**src/rtl/rx_align_pkg.sv**
```systemverilog
package rx_align_pkg;

    localparam int          RXA_WORD_W   = 20;
    localparam logic [19:0] RXA_TRAIN    = 20'h3EB05;
    localparam int          RXA_LOCK_N   = 4;
    localparam int          RXA_UNLOCK_N = 4;
    localparam int          RXA_SEARCH_N = 8;

    typedef enum logic [1:0] {
        LK_HUNT    = 2'd0,
        LK_CONFIRM = 2'd1,
        LK_HELD    = 2'd2,
        LK_SLIP    = 2'd3
    } lock_state_e;

    typedef struct packed {
        logic load;
        logic step;
        logic search;
    } off_cause_t;

    function automatic int unsigned wrap_next(int unsigned cur, int unsigned modulus);
        return (cur + 1 >= modulus) ? 0 : cur + 1;
    endfunction

    function automatic bit lock_asserted(lock_state_e st);
        return (st == LK_HELD) || (st == LK_SLIP);
    endfunction

endpackage

```
**src/rtl/rxa_window_sel.sv**
```systemverilog
module rxa_window_sel
    import rx_align_pkg::*;
#(
    parameter int WORD_W = RXA_WORD_W,
    parameter int OFF_W  = $clog2(WORD_W)
) (
    input  logic              clk,
    input  logic              rst,
    input  logic [WORD_W-1:0] raw_in,
    input  logic [OFF_W-1:0]  sel_off,
    output logic [WORD_W-1:0] window,
    output logic [WORD_W-1:0] window_q
);

    localparam int JOIN_W = 2 * WORD_W;

    logic [WORD_W-1:0] prev_q;
    logic [JOIN_W-1:0] joined;
    logic [WORD_W-1:0] cand [WORD_W];

    assign joined = {raw_in, prev_q};

    for (genvar k = 0; k < WORD_W; k++) begin : g_cand
        assign cand[k] = joined[k +: WORD_W];
    end

    always_comb begin
        window = '0;
        for (int k = 0; k < WORD_W; k++) begin
            if (sel_off == OFF_W'(k)) begin
                window = cand[k];
            end
        end
    end

    always_ff @(posedge clk) begin
        if (rst) begin
            prev_q   <= '0;
            window_q <= '0;
        end else begin
            prev_q   <= raw_in;
            window_q <= window;
        end
    end

endmodule

```
**src/rtl/rxa_lock_track.sv**
```systemverilog
module rxa_lock_track
    import rx_align_pkg::*;
#(
    parameter int LOCK_N   = RXA_LOCK_N,
    parameter int UNLOCK_N = RXA_UNLOCK_N
) (
    input  logic clk,
    input  logic rst,
    input  logic hit,
    input  logic restart,
    output logic hit_q,
    output logic locked
);

    localparam int MAX_N = (LOCK_N > UNLOCK_N) ? LOCK_N : UNLOCK_N;
    localparam int CNT_W = $clog2(MAX_N + 1);
    localparam logic [CNT_W-1:0] LOCK_LAST   = CNT_W'(LOCK_N - 1);
    localparam logic [CNT_W-1:0] UNLOCK_LAST = CNT_W'(UNLOCK_N - 1);

    lock_state_e      st_q, st_d;
    logic [CNT_W-1:0] run_q, run_d;

    always_comb begin
        st_d  = st_q;
        run_d = run_q;
        if (restart) begin
            st_d  = LK_HUNT;
            run_d = '0;
        end else begin
            unique case (st_q)
                LK_HUNT: begin
                    if (hit) begin
                        st_d  = LK_CONFIRM;
                        run_d = CNT_W'(1);
                    end
                end
                LK_CONFIRM: begin
                    if (!hit) begin
                        st_d  = LK_HUNT;
                        run_d = '0;
                    end else if (run_q == LOCK_LAST) begin
                        st_d  = LK_HELD;
                        run_d = '0;
                    end else begin
                        run_d = run_q + 1'b1;
                    end
                end
                LK_HELD: begin
                    if (!hit) begin
                        st_d  = LK_SLIP;
                        run_d = CNT_W'(1);
                    end
                end
                LK_SLIP: begin
                    if (hit) begin
                        st_d  = LK_HELD;
                        run_d = '0;
                    end else if (run_q == UNLOCK_LAST) begin
                        st_d  = LK_HUNT;
                        run_d = '0;
                    end else begin
                        run_d = run_q + 1'b1;
                    end
                end
                default: begin
                    st_d  = LK_HUNT;
                    run_d = '0;
                end
            endcase
        end
    end

    always_ff @(posedge clk) begin
        if (rst) begin
            st_q  <= LK_HUNT;
            run_q <= '0;
            hit_q <= 1'b0;
        end else begin
            st_q  <= st_d;
            run_q <= run_d;
            hit_q <= hit;
        end
    end

    assign locked = lock_asserted(st_q);

endmodule

```
**src/rtl/rxa_offset_ctrl.sv**
```systemverilog
module rxa_offset_ctrl
    import rx_align_pkg::*;
#(
    parameter int WORD_W   = RXA_WORD_W,
    parameter int SEARCH_N = RXA_SEARCH_N,
    parameter int OFF_W    = $clog2(WORD_W)
) (
    input  logic             clk,
    input  logic             rst,
    input  logic             auto_en,
    input  logic             step_req,
    input  logic             off_ld,
    input  logic [OFF_W-1:0] off_val,
    input  logic             hit,
    input  logic             locked,
    output logic [OFF_W-1:0] off_q,
    output logic             off_change
);

    localparam int SRCH_W = $clog2(SEARCH_N + 1);
    localparam logic [OFF_W-1:0]  LAST_OFF  = OFF_W'(WORD_W - 1);
    localparam logic [SRCH_W-1:0] SRCH_LAST = SRCH_W'(SEARCH_N - 1);

    off_cause_t        cause;
    logic [OFF_W-1:0]  off_inc, off_d;
    logic [SRCH_W-1:0] srch_q, srch_d;
    logic              searching;

    assign off_inc   = OFF_W'(wrap_next(32'(off_q), 32'(WORD_W)));
    assign searching = auto_en && !locked;

    always_comb begin
        cause.load   = off_ld && (off_val <= LAST_OFF);
        cause.step   = step_req && !cause.load;
        cause.search = searching && !cause.load && !cause.step
                       && !hit && (srch_q == SRCH_LAST);
    end

    always_comb begin
        off_d  = off_q;
        srch_d = srch_q;
        if (cause.load) begin
            off_d = off_val;
        end else if (cause.step || cause.search) begin
            off_d = off_inc;
        end
        if (!searching || hit) begin
            srch_d = '0;
        end else if (srch_q != SRCH_LAST) begin
            srch_d = srch_q + 1'b1;
        end
        if (off_d != off_q) begin
            srch_d = '0;
        end
    end

    assign off_change = (off_d != off_q);

    always_ff @(posedge clk) begin
        if (rst) begin
            off_q  <= '0;
            srch_q <= '0;
        end else begin
            off_q  <= off_d;
            srch_q <= srch_d;
        end
    end

endmodule

```
**src/rtl/rx_word_aligner.sv**
```systemverilog
module rx_word_aligner
    import rx_align_pkg::*;
#(
    parameter int                WORD_W    = RXA_WORD_W,
    parameter logic [WORD_W-1:0] TRAIN_PAT = WORD_W'(RXA_TRAIN),
    parameter int                LOCK_N    = RXA_LOCK_N,
    parameter int                UNLOCK_N  = RXA_UNLOCK_N,
    parameter int                SEARCH_N  = RXA_SEARCH_N,
    parameter int                OFF_W     = $clog2(WORD_W)
) (
    input  logic              clk,
    input  logic              rst,
    input  logic [WORD_W-1:0] raw_word,
    input  logic              auto_en,
    input  logic              step_req,
    input  logic              off_ld,
    input  logic [OFF_W-1:0]  off_val,
    output logic [WORD_W-1:0] aligned_word,
    output logic              pat_det,
    output logic [OFF_W-1:0]  offset,
    output logic              locked
);

    logic [WORD_W-1:0] window;
    logic              hit;
    logic              off_change;

    rxa_window_sel #(
        .WORD_W (WORD_W),
        .OFF_W  (OFF_W)
    ) u_sel (
        .clk      (clk),
        .rst      (rst),
        .raw_in   (raw_word),
        .sel_off  (offset),
        .window   (window),
        .window_q (aligned_word)
    );

    assign hit = (window == TRAIN_PAT);

    rxa_offset_ctrl #(
        .WORD_W   (WORD_W),
        .SEARCH_N (SEARCH_N),
        .OFF_W    (OFF_W)
    ) u_off (
        .clk        (clk),
        .rst        (rst),
        .auto_en    (auto_en),
        .step_req   (step_req),
        .off_ld     (off_ld),
        .off_val    (off_val),
        .hit        (hit),
        .locked     (locked),
        .off_q      (offset),
        .off_change (off_change)
    );

    rxa_lock_track #(
        .LOCK_N   (LOCK_N),
        .UNLOCK_N (UNLOCK_N)
    ) u_lock (
        .clk     (clk),
        .rst     (rst),
        .hit     (hit),
        .restart (off_change),
        .hit_q   (pat_det),
        .locked  (locked)
    );

endmodule

```
**config.mk**
```make
export PLATFORM = sky130hd
export DESIGN_NAME = rx_word_aligner
export DESIGN_NICKNAME = d
export VERILOG_FILES = /design/src/rtl/rx_align_pkg.sv /design/src/rtl/rxa_window_sel.sv /design/src/rtl/rxa_lock_track.sv /design/src/rtl/rxa_offset_ctrl.sv /design/src/rtl/rx_word_aligner.sv
export SDC_FILE = /design/constraint.sdc
export NUM_CORES = 1
export LEC_CHECK = 0
export ABC_AREA = 1
export BUFFER_PORTS_ARGS = -buffer_cell sky130_fd_sc_hd__buf_2
export CAP_MARGIN = 20
export CORE_MARGIN = 4
export CORE_UTILIZATION = 45
export CTS_CLUSTER_SIZE = 16
export DETAILED_ROUTE_END_ITERATION = 8
export GPL_TIMING_DRIVEN = 0
export REMOVE_ABC_BUFFERS = 1
export SLEW_MARGIN = 10
export SYNTH_ARGS = -nofsm -noshare
export SYNTH_HDL_FRONTEND = slang
export SYNTH_HIERARCHICAL = 1
export SYNTH_SLANG_ARGS = --single-unit
```
**constraint.sdc**
```tcl
create_clock -name clk -period 8.9 [get_ports clk]
set_input_delay 0.445 -clock clk [delete_from_list [all_inputs] [get_ports clk]]
set_output_delay 0.445 -clock clk [all_outputs]
set_load 0.01 [all_outputs]
```
==> results of run 1 <==
cell type report:
cell class                      count  area [um2]
Clock buffer                        5         125
Sequential cell                    55        1100
Timing Repair Buffer               59         325
Inverter                          154         578
Clock inverter                      3        33.8
Multi-Input combinational cell    827        3800
Fill cell                        1397        6390
Tap cell                          172         215
registers in the layout (all words and copies together) (netlist names), named ones only:
| name | flops |
|---|---|
| u_lock/run_q | 3 |
| u_lock/hit_q | 1 |
| u_sel/window_q | 20 |
| u_off/srch_q | 4 |
| u_off/off_q | 5 |
| u_sel/prev_q | 20 |
| u_lock/st_q | 1 |
cell usage in the layout (no fill, tap or decap), types with 2 or more instances in the layout:
master / synthesis / routed
sky130_fd_sc_hd__nand2_1: 383 / 383
sky130_fd_sc_hd__nor2_1: 159 / 156
sky130_fd_sc_hd__inv_1: 136 / 136
sky130_fd_sc_hd__nand4_1: 90 / 90
sky130_fd_sc_hd__nand3_1: 72 / 72
sky130_fd_sc_hd__buf_2: 16 / 56
sky130_fd_sc_hd__dfxtp_1: 55 / 55
sky130_fd_sc_hd__o21ai_0: 35 / 35
sky130_fd_sc_hd__a21oi_1: 21 / 21
sky130_fd_sc_hd__nor2_2: 13 / 15
sky130_fd_sc_hd__inv_2: 15 / 15
sky130_fd_sc_hd__nand2_2: 11 / 11
sky130_fd_sc_hd__nor2_4: 7 / 8
sky130_fd_sc_hd__clkbuf_16: 0 / 5
sky130_fd_sc_hd__o21ai_1: 5 / 5
sky130_fd_sc_hd__nand2_4: 5 / 5
sky130_fd_sc_hd__ha_1: 4 / 4
sky130_fd_sc_hd__clkinv_1: 3 / 3
sky130_fd_sc_hd__nand3_2: 3 / 3
sky130_fd_sc_hd__o21bai_1: 3 / 3
sky130_fd_sc_hd__buf_8: 0 / 3
sky130_fd_sc_hd__a21oi_2: 2 / 2
sky130_fd_sc_hd__o21ai_2: 2 / 2
sky130_fd_sc_hd__o211ai_2: 2 / 2
sky130_fd_sc_hd__nor3_1: 2 / 2
per-layer routing:
metal  vias to the layer above  share of wire
li1                       3438              -
met4                         0          0.029
met2                       298           0.44
met5                         -              0
met1                      3071           0.45
met3                        41          0.081
per-stage QoR:
| stage | util | total power [mW] | hold WS, ns |
|---|---|---|---|
| final | 0.492 | 0.795 | 0.349 |
| after global routing | 0.492 | 0.849 | 0.344 |
| after CTS | 0.492 | 0.799 | 0.334 |
| after detailed placement | 0.479 | 0.581 | 0.433 |
| after global placement | 0.474 | 0.579 | 0.435 |
| after floorplan | - | 0.479 | 0.419 |
final timing paths:
kind / from / to / slack, ns / cells after the start
min: raw_word[18] / u_sel/prev_q[18]$_SDFF_PP0_ / 0.35 / 3
min reg2reg: u_lock/run_q[2]$_SDFFE_PP0P_ / u_lock/run_q[2]$_SDFFE_PP0P_ / 0.45 / 2
max reg2reg: u_off/off_q[1]$_SDFF_PP0_ / u_lock/st_q[0]$_SDFFE_PP0P_ / 3.55 / 30
max: u_off/off_q[1]$_SDFF_PP0_ / u_lock/st_q[0]$_SDFFE_PP0P_ / 3.55 / 30
kinds of logic after synthesis:
family | share of synthesized area
simple gates | 0.573
buf+inv | 0.152
compound gates | 0.0698
flops | 0.191
fa+ha+maj | 0.00868
xor+xnor | 0.00304
mux | 0.00174
power groups by stage:
stage / Combinational [mW] / Sequential [mW] / Clock, mW
final: 0.290 / 0.291 / 0.213
after detailed placement: 0.285 / 0.296 / 0
after global placement: 0.283 / 0.296 / 0
after floorplan: 0.183 / 0.296 / 0
after CTS: 0.286 / 0.290 / 0.223
after global routing: 0.326 / 0.293 / 0.229
worst min-delay path, delay by kind of cell:
| family | cells | cell delay (ns) |
|---|---|---|
| buffers and inverters | 2 | 0.14 |
| AND/OR/NAND/NOR | 1 | 0.03 |
==> out/qor_table.md, run 1 <==
| Parameter | This run | Unit |
|---|---|---|
| Part of the Yosys area used for sequential elements | 0.191 | - |
| Clock tree buffer depth | 2 | - |
| Number of max-slew violations in the final report | 0 | - |
| Post-detailed-placement cell area | 6020 | um2 |
| Layout cell share with drive strength beyond 1 | 0.120 | - |
| Chip width | 121 | um |
| Port bufs | 56 | - |
| Warnings from Yosys | 6 | - |
| Number of gates resized after cts | 0 | - |
| CTS buffer count | 5 | - |
| Worst Path Required | 9.16 | ns |
| Worst slack, placed | 3.65 | ns |
| # IOs | 57 | - |
| Peak Freq | 187 | MHz |
| Int Pwr | 0.465 | mW |
| Number of standard-cell rows in the floorplan | 41 | - |
| Leftover overflow at the end of global routing | 0 | - |
| Clock-pin slew on the worst setup and hold paths | 0.08 | ns |
| Type of element launching the critical path | register | - |
| Clk_skew | 0.00677 | ns |
| Max stage delay cell, worst path | sky130_fd_sc_hd__nor2_1 | - |
| GR met3 Demand/Resource | 0.0406 | - |
| Category of the most critical setup path | register to register | - |
| Number of DRC markers in iteration 0 | 691 | - |
| Buffer cell driving the clock tree root | sky130_fd_sc_hd__clkbuf_16 | - |
| Post-synth top area share | 0.249 | - |
| Via count of the first global-routing pass | 6161 | - |
| Setup repair after global routing missed its margin | false | - |
| Cell Count Post-Placement | 1267 | - |
| Global-route wire length before repair | 32000 | um |
| Die area | 14700 | um2 |
| Number of setup buffers added after CTS | 0 | - |
| Bufs and invs on worst path | 7 | - |
| Worst rel slew slack | 0.330 | - |
| Tot GR Track Use | 0.271 | - |
| Via count | 6848 | - |
| Setup_tns | 0 | ns |
| Htree depth | 2 | - |
| Final critical delay including setup and external delays | 5.35 | ns |
| Transition time of the tightest slew-check pin | 1.00 | ns |
| Final antenna diode count | 0 | - |
| Cell count after synthesis | 1096 | - |
| Leading cell types by total area after synthesis | sky130_fd_sc_hd__nand2_1 (25%), sky130_fd_sc_hd__dfxtp_1 (19%), sky130_fd_sc_hd__nor2_1 (10%) | - |
| #FFs+latches synth | 55 | - |
| Flip-flop cell with the highest count after synthesis | sky130_fd_sc_hd__dfxtp_1 | - |
| Number of buffers inserted for hold repair after clock tree synthesis | 0 | - |
| Switching share of power | 0.414 | - |
| Proportion of power drawn by combinational gates | 0.365 | - |
| Number of different library cells in the post-synthesis netlist | 35 | - |
| Worst min-delay path category | primary input to register | - |
| Net switching power figure | 0.329 | mW |
| Setup Viol. Count Final | 0 | - |
| Vertical extent of the die | 121 | um |
| Most frequent cells after synthesis | sky130_fd_sc_hd__nand2_1 (383), sky130_fd_sc_hd__nor2_1 (159), sky130_fd_sc_hd__inv_1 (136) | - |
| Final net count | 1136 | - |
| Cell area after layout | 6180 | um2 |
| Power density relative to cell area | 129 | nW/um2 |
| Weighted congestion at the end of routability-driven global placement | 0.930 | - |
| Endpoint arrival time on the critical path | 5.61 | ns |
| Setup ws final | 3.55 | ns |
| Most frequent cell after synthesis | sky130_fd_sc_hd__nand2_1 | - |
| Clock net sink count | 55 | - |
| Final Instance Count excl. Fillers | 1275 | - |
| Post-DP HPWL | 14400 | um |
| Max-capacitance violation count | 0 | - |
| Standby leakage power | 2.85 | nW |
| Area of the placeable core | 12600 | um2 |
| Residual DRC | 0 | - |
| Hold violation count in the final report | 0 | - |
| Element type at the critical path end | register | - |
| Maximum cell stage delay along the critical path | 0.79 | ns |
| Aggregate routed wire length | 19700 | um |
| Starting Density | 0.459 | - |
| Cell class contributing the biggest share of worst-path delay | simple AND/OR/NAND/NOR gates | - |
| Layout overhead on the synthesized area | 7.12 | % |
| Period utilization | 0.601 | - |
| Post-synth EDFFs | 0 | - |
| Clock power share | 0.269 | - |
| Met1 Use GR | 0.385 | - |
| Source-to-sink clock delay at the later pin of the worst-skew pair | 0.31 | ns |
| Biggest area consumer among synthesized cells | sky130_fd_sc_hd__nand2_1 | - |
| Share of power burned in registers | 0.367 | - |
| Maximum fanout along the worst path | 13 | - |
| Initial DRT Pass Iterations | 6 | - |
| Outcome | complete, no violations | - |
| Average routed wire per standard cell | 15.5 | um |
| Post-synthesis cell area | 5770 | um2 |
| Average instance area after synthesis | 5.26 | um2 |
| Number of nets with antenna violations after detailed routing | 0 | - |
| Largest net degree at the start of global routing | 43 | - |
| Number of antenna violations at the first check in global routing | 0 | - |
| Ys async rst share | 0 | - |
| Met2 global-route usage | 0.414 | - |
| Max VDD drop | 0.136 | mV |
| Busiest layer in global routing | met2 | - |
| TritonCTS clock tree | done | - |
| Via count normalized by instance count | 5.37 | - |
(Power assumes the default switching activity.)
==> run 2: changes to the inputs <==
==> constraint.sdc (replaced) <==
create_clock -name clk -period 5.5 [get_ports clk]
set_input_delay 0.275 -clock clk [delete_from_list [all_inputs] [get_ports clk]]
set_output_delay 0.275 -clock clk [all_outputs]
set_load 0.01 [all_outputs]
==> run 2 against run 1 <==
Effect of this change:
- critical path depth fell by 3
- power rose by 63%
- die area did not move
- routed wire length rose by 1.7%
==> out/qor_table.md, run 2 (synthesis gave the netlist of run 1 again) <==
| Parameter | This run | Unit |
|---|---|---|
| Endpoint arrival time on the critical path | 5.25 | ns |
| Layout overhead on the synthesized area | 7.77 | % |
| Number of buffers inserted for hold repair after clock tree synthesis | 0 | - |
| Initial DRT Pass Iterations | 6 | - |
| Via count of the first global-routing pass | 6161 | - |
| Final Instance Count excl. Fillers | 1277 | - |
| Layout cell share with drive strength beyond 1 | 0.124 | - |
| Multi-input logic area | 3830 | um2 |
| Leading cell type in the layout, fill and taps excluded | sky130_fd_sc_hd__nand2_1 | - |
| Max VDD drop | 0.219 | mV |
| Clock tree buffer depth | 2 | - |
| Outcome | complete, no violations | - |
| Post-DP HPWL | 14400 | um |
| Max-capacitance violation count | 0 | - |
| Buffer cell driving the clock tree root | sky130_fd_sc_hd__clkbuf_16 | - |
| Aggregate routed wire length | 20100 | um |
| Setup Viol. Count Final | 0 | - |
| Final antenna diode count | 0 | - |
| Type of element launching the critical path | register | - |
| Transition time of the tightest slew-check pin | 0.827 | ns |
| Worst rel slew slack | 0.448 | - |
| Worst Path Required | 5.76 | ns |
| Number of standard-cell rows in the floorplan | 41 | - |
| Count of fill cells added during filler insertion | 1396 | - |
| Port bufs | 56 | - |
| Maximum fanout along the worst path | 21 | - |
| Htree depth | 2 | - |
| Largest net degree at the start of global routing | 43 | - |
| Number of nets with antenna violations after detailed routing | 0 | - |
| Cell area after layout | 6220 | um2 |
| Setup repair after global routing missed its margin | false | - |
| Post-detailed-placement cell area | 6020 | um2 |
| Maximum cell stage delay along the critical path | 0.61 | ns |
| Period utilization | 0.907 | - |
| Final critical delay including setup and external delays | 4.99 | ns |
| Worst reg2reg setup slack | 0.51 | ns |
| Global-route wire length before repair | 32000 | um |
| Weighted congestion at the end of routability-driven global placement | 0.930 | - |
| Category of the most critical setup path | register to register | - |
| Die area | 14700 | um2 |
| Worst min-delay path category | primary input to register | - |
| Source-to-sink clock delay at the later pin of the worst-skew pair | 0.31 | ns |
| Peak Freq | 200 | MHz |
| Clk_skew | 0.00751 | ns |
| Residual DRC | 0 | - |
| TritonCTS clock tree | done | - |
| Via count | 6943 | - |
| Chip width | 121 | um |
| Power density relative to cell area | 208 | nW/um2 |
| Element type at the critical path end | register | - |
| Registers with the most flip-flops | u_sel/prev_q: 20 flops, u_sel/window_q: 20 flops, u_off/off_q: 5 flops | - |
| CTS buffer count | 5 | - |
| Top library cells by usage in the layout, fill and taps aside | sky130_fd_sc_hd__nand2_1 (383), sky130_fd_sc_hd__nor2_1 (155), sky130_fd_sc_hd__inv_1 (136) | - |
| Combined flip-flop and latch cell area | 1100 | um2 |
| Post-route worst hold slack | 0.178 | ns |
| Clock net sink count | 55 | - |
| Starting Density | 0.459 | - |
| Clock-pin slew on the worst setup and hold paths | 0.08 | ns |
| Max stage delay cell, worst path | sky130_fd_sc_hd__nor2_2 | - |
| Leftover overflow at the end of global routing | 0 | - |
| Number of antenna violations at the first check in global routing | 0 | - |
| Number of max-slew violations in the final report | 0 | - |
| Bufs and invs on worst path | 7 | - |
| Area of the placeable core | 12600 | um2 |
| Cell Count Post-Placement | 1267 | - |
| # IOs | 57 | - |
| Tot GR Track Use | 0.271 | - |
| Hold violation count in the final report | 0 | - |
| Final net count | 1138 | - |
| Average routed wire per standard cell | 15.7 | um |
| Vertical extent of the die | 121 | um |
| Number of DRC markers in iteration 0 | 776 | - |
| Cell class contributing the biggest share of worst-path delay | simple AND/OR/NAND/NOR gates | - |
| Via count normalized by instance count | 5.44 | - |
| Standby leakage power | 2.86 | nW |
## run 2: stage by stage
stage	power [mW]	worst slack, ns	setup TNS (ns)	utilization
after floorplan	0.775	0.822	0	-
after global placement	0.937	-0.773	-5.40	0.474
after detailed placement	0.940	0.254	0	0.479
after CTS	1.29	0.175	0	0.492
after global routing	1.38	0.00770	0	0.495
final	1.30	0.512	0	0.495
## run 2: repair_timing
item / CTS / global route
resized for setup: 0 / 7
buffers inserted: 0 / 0
endpoints found under the setup margin: 0 / 9
## run 2: area by class of cell
| type | instances | area share |
|---|---|---|
| multi-input cells | 829 | 0.617 |
| well taps | 172 | 0.0346 |
| clock buffers | 5 | 0.0201 |
| inverters | 154 | 0.0930 |
| clock inverters | 3 | 0.00543 |
| flip-flops and latches | 55 | 0.178 |
| repair buffers | 59 | 0.0523 |
## run 2: power by group
| part | switching, mW | internal (mW) |
|---|---|---|
| Combinational | 0.327 | 0.148 |
| Clock | 0.171 | 0.176 |
| Sequential | 0.0434 | 0.431 |
| Total | 0.541 | 0.755 |
## run 2: final timing paths
check                                     from                      endpoint  cells after the start
hold / removal                    raw_word[18]   u_sel/prev_q[18]$_SDFF_PP0_                      3
setup / recovery     u_off/off_q[3]$_SDFF_PP0_   u_lock/st_q[0]$_SDFFE_PP0P_                     27
hold reg to reg   u_lock/run_q[2]$_SDFFE_PP0P_  u_lock/run_q[2]$_SDFFE_PP0P_                      2
setup reg to reg     u_off/off_q[3]$_SDFF_PP0_   u_lock/st_q[0]$_SDFFE_PP0P_                     27
## run 2: worst register-to-register path: cells and delay by family (launching register included)
| kind | cells | cell delay [ns] |
|---|---|---|
| and+or+nand+nor | 18 | 3.29 |
| buffers and inverters | 7 | 0.83 |
| DFF | 1 | 0.48 |
| AOI/OAI and AO/OA | 2 | 0.32 |
## run 2: layer usage
layer | part of all wire | vias to the layer above | track usage
met5 | 0 | - | 0
met4 | 0.032 | 0 | 0.101
met3 | 0.089 | 51 | 0.0406
met2 | 0.43 | 328 | 0.414
met1 | 0.45 | 3119 | 0.385
li1 | - | 3445 | -
